--- src/rtl/dma_chan_pkg.sv ---
package dma_chan_pkg;

   typedef enum logic [1:0] {
      STEP_INC     = 2'd0,
      STEP_DEC     = 2'd1,
      STEP_HOLD    = 2'd2,
      STEP_INC_RLD = 2'd3
   } step_e;

   typedef enum logic [1:0] {
      ST_IDLE = 2'd0,
      ST_RD   = 2'd1,
      ST_WR   = 2'd2
   } seq_e;

   localparam logic [1:0] SEL_SRC  = 2'd0;
   localparam logic [1:0] SEL_DST  = 2'd1;
   localparam logic [1:0] SEL_CNT  = 2'd2;
   localparam logic [1:0] SEL_CTRL = 2'd3;

   localparam int CB_DSTEP = 5;
   localparam int CB_SSTEP = 7;
   localparam int CB_RPT   = 9;
   localparam int CB_WORD  = 10;
   localparam int CB_IRQ   = 14;
   localparam int CB_EN    = 15;

endpackage

--- src/rtl/dma_addr_step.sv ---
module dma_addr_step
   import dma_chan_pkg::*;
#(
   parameter int ADDR_W = 32,
   parameter bit IS_SRC = 1'b0
) (
   input  logic [ADDR_W-1:0] addr,
   input  step_e             mode,
   input  logic              word,
   output logic [ADDR_W-1:0] nxt
);
   logic [ADDR_W-1:0] stride;
   logic [ADDR_W-1:0] code3;

   assign stride = word ? ADDR_W'(4) : ADDR_W'(2);

   generate
      if (IS_SRC) begin : g_src
         assign code3 = addr;
      end else begin : g_dst
         assign code3 = addr + stride;
      end
   endgenerate

   always_comb begin
      unique case (mode)
         STEP_INC:  nxt = addr + stride;
         STEP_DEC:  nxt = addr - stride;
         STEP_HOLD: nxt = addr;
         default:   nxt = code3;
      endcase
   end
endmodule

--- src/rtl/dma_chan_regs.sv ---
module dma_chan_regs
   import dma_chan_pkg::*;
#(
   parameter int ADDR_W   = 32,
   parameter int CNT_BITS = 14
) (
   input  logic                clk,
   input  logic                rst_n,
   input  logic                we,
   input  logic [1:0]          wsel,
   input  logic [31:0]         wdata,
   input  logic [1:0]          rsel,
   output logic [31:0]         rdata,
   input  logic                hw_en_clr,
   output logic [ADDR_W-1:0]   src_q,
   output logic [ADDR_W-1:0]   dst_q,
   output logic [CNT_BITS-1:0] cnt_q,
   output step_e               dmode,
   output step_e               smode,
   output logic                rpt,
   output logic                word,
   output logic                irq_en,
   output logic                en,
   output logic                en_rise
);
   logic [15:5] ctrl_q;

   assign en_rise = we && (wsel == SEL_CTRL) && wdata[CB_EN] && !ctrl_q[CB_EN];

   always_ff @(posedge clk or negedge rst_n) begin
      if (!rst_n) begin
         src_q  <= '0;
         dst_q  <= '0;
         cnt_q  <= '0;
         ctrl_q <= '0;
      end else begin
         if (hw_en_clr) ctrl_q[CB_EN] <= 1'b0;
         if (we) begin
            unique case (wsel)
               SEL_SRC: src_q  <= wdata[ADDR_W-1:0];
               SEL_DST: dst_q  <= wdata[ADDR_W-1:0];
               SEL_CNT: cnt_q  <= wdata[CNT_BITS-1:0];
               default: ctrl_q <= wdata[15:5];
            endcase
         end
      end
   end

   always_comb begin
      unique case (rsel)
         SEL_SRC: rdata = 32'(src_q);
         SEL_DST: rdata = 32'(dst_q);
         SEL_CNT: rdata = 32'(cnt_q);
         default: rdata = {16'h0, ctrl_q, 5'b0};
      endcase
   end

   assign dmode  = step_e'(ctrl_q[CB_DSTEP+1:CB_DSTEP]);
   assign smode  = step_e'(ctrl_q[CB_SSTEP+1:CB_SSTEP]);
   assign rpt    = ctrl_q[CB_RPT];
   assign word   = ctrl_q[CB_WORD];
   assign irq_en = ctrl_q[CB_IRQ];
   assign en     = ctrl_q[CB_EN];
endmodule

--- src/rtl/dma_xfer_engine.sv ---
module dma_xfer_engine
   import dma_chan_pkg::*;
#(
   parameter int CHANNEL = 0,
   parameter int ADDR_W  = 32
) (
   input  logic              clk,
   input  logic              rst_n,
   input  logic              reg_we,
   input  logic [1:0]        reg_wsel,
   input  logic [31:0]       reg_wdata,
   input  logic [1:0]        reg_rsel,
   output logic [31:0]       reg_rdata,
   input  logic              trig,
   output logic              bus_req,
   output logic              bus_we,
   output logic              bus_size,
   output logic [ADDR_W-1:0] bus_addr,
   output logic [31:0]       bus_wdata,
   input  logic [31:0]       bus_rdata,
   input  logic              bus_ack,
   output logic              busy,
   output logic              done,
   output logic              irq
);
   localparam int CNT_BITS = (CHANNEL == 3) ? 16 : 14;
   localparam int CNT_W    = CNT_BITS + 1;
   localparam logic [CNT_W-1:0] CNT_MAX = CNT_W'(1) << CNT_BITS;

   generate
      if (CHANNEL < 0 || CHANNEL > 3) begin : g_bad_chan
         $error("CHANNEL must be 0..3");
      end
      if (ADDR_W < 16 || ADDR_W > 32) begin : g_bad_addr
         $error("ADDR_W must be 16..32");
      end
   endgenerate

   logic [ADDR_W-1:0]   src_q, dst_q, src_w, dst_w, src_nxt, dst_nxt, raw_addr;
   logic [CNT_BITS-1:0] cnt_q;
   logic [CNT_W-1:0]    cnt_w, cnt_load;
   step_e               dmode, smode;
   logic                rpt, word, irq_en, en, en_rise;
   logic                last_ack, hw_en_clr, rerun;
   logic [31:0]         data_q;
   seq_e                state;

   dma_chan_regs #(.ADDR_W(ADDR_W), .CNT_BITS(CNT_BITS)) u_regs (
      .clk, .rst_n,
      .we(reg_we), .wsel(reg_wsel), .wdata(reg_wdata),
      .rsel(reg_rsel), .rdata(reg_rdata),
      .hw_en_clr,
      .src_q, .dst_q, .cnt_q,
      .dmode, .smode, .rpt, .word, .irq_en, .en, .en_rise
   );

   dma_addr_step #(.ADDR_W(ADDR_W), .IS_SRC(1'b1)) u_src_step (
      .addr(src_w), .mode(smode), .word, .nxt(src_nxt)
   );

   dma_addr_step #(.ADDR_W(ADDR_W), .IS_SRC(1'b0)) u_dst_step (
      .addr(dst_w), .mode(dmode), .word, .nxt(dst_nxt)
   );

   assign cnt_load  = (cnt_q == '0) ? CNT_MAX : CNT_W'(cnt_q);
   assign last_ack  = (state == ST_WR) && bus_ack && (cnt_w == CNT_W'(1));
   assign hw_en_clr = last_ack && !rpt;

   always_ff @(posedge clk or negedge rst_n) begin
      if (!rst_n) begin
         state  <= ST_IDLE;
         src_w  <= '0;
         dst_w  <= '0;
         cnt_w  <= '0;
         data_q <= '0;
         rerun  <= 1'b0;
         done   <= 1'b0;
         irq    <= 1'b0;
      end else begin
         done <= 1'b0;
         irq  <= 1'b0;
         unique case (state)
            ST_IDLE: begin
               if (en_rise) begin
                  src_w <= src_q;
                  dst_w <= dst_q;
                  cnt_w <= cnt_load;
                  rerun <= 1'b0;
               end else if (trig && en) begin
                  if (rerun) begin
                     cnt_w <= cnt_load;
                     if (dmode == STEP_INC_RLD) dst_w <= dst_q;
                  end
                  state <= ST_RD;
               end
            end
            ST_RD: begin
               if (bus_ack) begin
                  data_q <= bus_rdata;
                  state  <= ST_WR;
               end
            end
            default: begin
               if (bus_ack) begin
                  src_w <= src_nxt;
                  dst_w <= dst_nxt;
                  cnt_w <= cnt_w - CNT_W'(1);
                  if (last_ack) begin
                     state <= ST_IDLE;
                     done  <= 1'b1;
                     irq   <= irq_en;
                     rerun <= 1'b1;
                  end else begin
                     state <= ST_RD;
                  end
               end
            end
         endcase
      end
   end

   assign raw_addr  = (state == ST_WR) ? dst_w : src_w;
   assign bus_addr  = raw_addr & ~(word ? ADDR_W'(3) : ADDR_W'(1));
   assign bus_req   = (state != ST_IDLE);
   assign bus_we    = (state == ST_WR);
   assign bus_size  = word;
   assign bus_wdata = data_q;
   assign busy      = (state != ST_IDLE);
endmodule

--- config.mk ---
export PLATFORM = sky130hd
export DESIGN_NAME = dma_xfer_engine
export DESIGN_NICKNAME = d
export VERILOG_FILES = /design/src/rtl/dma_chan_pkg.sv /design/src/rtl/dma_addr_step.sv /design/src/rtl/dma_chan_regs.sv /design/src/rtl/dma_xfer_engine.sv
export SDC_FILE = /design/constraint.sdc
export NUM_CORES = 1
export LEC_CHECK = 0
export ABC_AREA = 1
export BUFFER_PORTS_ARGS = -buffer_cell sky130_fd_sc_hd__buf_4
export CORE_MARGIN = 5
export CORE_UTILIZATION = 45
export DETAILED_ROUTE_END_ITERATION = 8
export HOLD_SLACK_MARGIN = 0.05
export PLACE_DENSITY_LB_ADDON = 0.3
export SETUP_SLACK_MARGIN = 0.4
export SLEW_MARGIN = 15
export SYNTH_ARGS = -nofsm -noshare
export SYNTH_HDL_FRONTEND = slang
export SYNTH_SLANG_ARGS = --single-unit
--- constraint.sdc ---
create_clock -name clk -period 2.7 [get_ports clk]
set_input_delay 0.405 -clock clk [delete_from_list [all_inputs] [get_ports clk]]
set_output_delay 0.405 -clock clk [all_outputs]
set_load 0.01 [all_outputs]
==> results.txt <==
Yosys warning count: 0
Inserted Diodes: 0
leakage power: 8.81 nW
sequential share of the synthesized area: 0.368
DRC viols: 0
GRT overflow: 0
FMAX: 0.444 GHz
htree depth: 1
Mapped Cells: 2094
Initial Util: 0.454
Die ar.: 0.0343 mm²
post-synthesis register bit count: 203
met2 Track Usage GR: 0.448
most common flop cell mapped by yosys: dfrtp_1
I/O Buffers: 173
Synth Net Count: 2175
die extent in x: 185 µm
status: complete, no violations
wire length per cell: 18.5 µm
Fin. Hold Viols: 0
Total GRT Usage: 0.284
Hold Path Cell Cnt: 2
final-report max-slew violation count: 0
post-synthesis async set-or-reset flop share: 1.00
gpl congestion: 0.966
clk slew on worst S/H paths: 0.06 ns
clock root cell: clkbuf_16
R2R Setup Slk: 0.48 ns
Via density: 5.55
number of buffers created by CTS: 25
HPWL after DPL: 36800 µm
nets: 2353
Worst setup SP type: flip-flop
Most Crowded Layer GR: met2
drt first pass iters: 6
Hold Crit Start: bus_rdata[25]
area grow syn2layout: 23.1%
io pins: 175
max cap viols: 0
commonest non-fill, non-tap cell in the layout: nand2_1
unrepaired setup endpoints after global routing: yes
slew at the pin closest to its max-slew limit: 0.654 ns
DR vias: 14900
met1 usage in global routing: 0.401
GR met3 Demand/Resource: 0.0640
TritonCTS clock tree: built
Clk Latency, worst-skew pair: 0.54 ns
vias in the first global route: 14209
Rows: 64
crit path time final: 2.25 ns
r2r endpoint: dst_w[30]
final period utilization: 0.834
Die Y: 185 µm
commonest non-fill, non-tap cells in the layout: 728 x nand2_1, 276 x inv_1, 213 x buf_4
Unique masters post-synth: 47
final setup fails: 0
cell area after synthesis: 0.0138 mm²
initial drt markers: 1688
core area: 0.0304 mm²
Max Buffers Root-to-Sink: 3
layout cells sized above 1: 0.177
CP endpoint kind: primary output
CP Data Arrival Time: 1.85 ns
Sink Count: 203
largest net degree at the start of global routing: 67
post-route antenna net violation count: 0
crit-path max FO: 23
HP Class: input port to flip-flop
Reg-to-Reg Start: u_regs.ctrl_q[5]
PwrDens: 1090 mW/mm²
Clock Skew: 0.0231 ns
EDFF count, synth: 0
cell count of the worst reg-to-reg path: 16
first-pass GRT wire length: 77600 µm
Critical Setup Path Class: flip-flop to primary output
synthesized area per cell: 6.59 µm²
initial antenna violation count: 0
Hold EP: bus_wdata[25]
Total Power: 18.5 mW
DRT Wirelength: 49800 µm
Critical Path RT: 2.30 ns
setup tns final: 0 ns
VDD IR-drop max: 0.651 mV
slew margin rel.: 0.563
report_power, final:
group	total [mW]	switching (mW)	internal, mW
Combinational	9.99	6.38	3.61
Sequential	5.03	0.956	4.07
Clock	3.46	1.39	2.07
Total	18.5	8.73	9.76
sequential cells by signal, indices dropped and copies added (netlist names):
register       cells
bus_wdata         32
u_regs.dst_q      32
u_regs.src_q      32
dst_w             31
src_w             31
cnt_w             15
u_regs.cnt_q      14
u_regs.ctrl_q     11
state              2
done               1
irq                1
rerun              1
critical path, cell delays in order (launching register included):
cell and delay, ns:
dfrtp_2 0.41, inv_2 0.10, nor2_4 0.05, buf_12 0.14, buf_12 0.15, o21ai_1 0.26, buf_4 0.18
cell usage after synthesis (8+ instances only):
library cell / number / area share
mux2_2: 32 / 0.026
nand2_1: 753 / 0.20
inv_2: 9 / 0.0024
o22ai_1: 23 / 0.010
o211ai_1: 20 / 0.011
inv_1: 279 / 0.076
a41oi_1: 35 / 0.022
clkbuf_1: 48 / 0.013
nand4_1: 13 / 0.0059
o21ai_0: 181 / 0.066
nor2_2: 8 / 0.0036
xor2_1: 17 / 0.011
a21oi_1: 72 / 0.026
buf_2: 20 / 0.0072
dfrtp_1: 203 / 0.37
nor2_1: 129 / 0.035
a22oi_1: 9 / 0.0049
o21ai_1: 13 / 0.0047
nand3_1: 154 / 0.056
ha_1: 8 / 0.0072
final cells by class:
class | instances | area, µm²
Fill cell | 3015 | 13400
Multi-Input combinational cell | 1517 | 7480
Sequential cell | 203 | 5090
Timing Repair Buffer | 235 | 2000
Inverter | 290 | 1090
Clock buffer | 32 | 682
Tap cell | 396 | 495
Clock inverter | 14 | 160
routing by layer:
metal	wire length (µm)	share of wire
met1	21400	0.43
met2	22500	0.45
met3	4760	0.095
met4	1160	0.023
met5	0	0
cell families (layout without fill, tap and decap cells):
kind of cell               after synthesis  after routing  synth area share
and+or+nand+nor                       1078           1078             0.316
xor gates and xnor gates                19             19            0.0121
buffers and inverters                  374            571             0.108
AOI/OAI and AO/OA                      379            379             0.162
other                                    1              1          0.000272
adders and majority gates                8              8           0.00725
muxes                                   32             32            0.0261
DFF                                    203            203             0.368
how the worst max path moves through the flow:
stage | from | endpoint | cells after the start | slack, ns
after floorplan | u_regs.ctrl_q[8] | src_w[24] | 17 | 0.40
after global placement | u_regs.ctrl_q[8] | src_w[23] | 16 | 0.36
after detailed placement | u_regs.ctrl_q[10] | src_w[29] | 14 | 0.33
after CTS | state[0] | bus_addr[9] | 6 | 0.40
after global routing | u_regs.ctrl_q[5] | dst_w[26] | 16 | 0.32
final | state[1] | bus_addr[19] | 6 | 0.45
per-stage QoR:
step | hold slack (ns) | utilization | cells | setup slack, ns | instance area [µm²]
2_1_floorplan | 0.109 | - | 2094 | 0.399 | 13800
3_3_place_gp | 0.450 | 0.513 | 2618 | 0.359 | 15600
3_5_place_dp | 0.450 | 0.513 | 2618 | 0.332 | 15600
4_1_cts | 0.0835 | 0.546 | 2671 | 0.404 | 16600
5_1_grt | 0.0867 | 0.558 | 2687 | 0.322 | 17000
6_report | 0.0975 | 0.558 | 2687 | 0.449 | 17000
repair_timing:
item,in CTS,in global routing
endpoints found under the setup margin,49,71
buffers inserted,5,13
pin swaps,1,19
gates resized for setup,24,83
hold buffers,1,0
endpoints found under the hold margin,63,0
cloned,1,3
(Power assumes the default switching activity.)
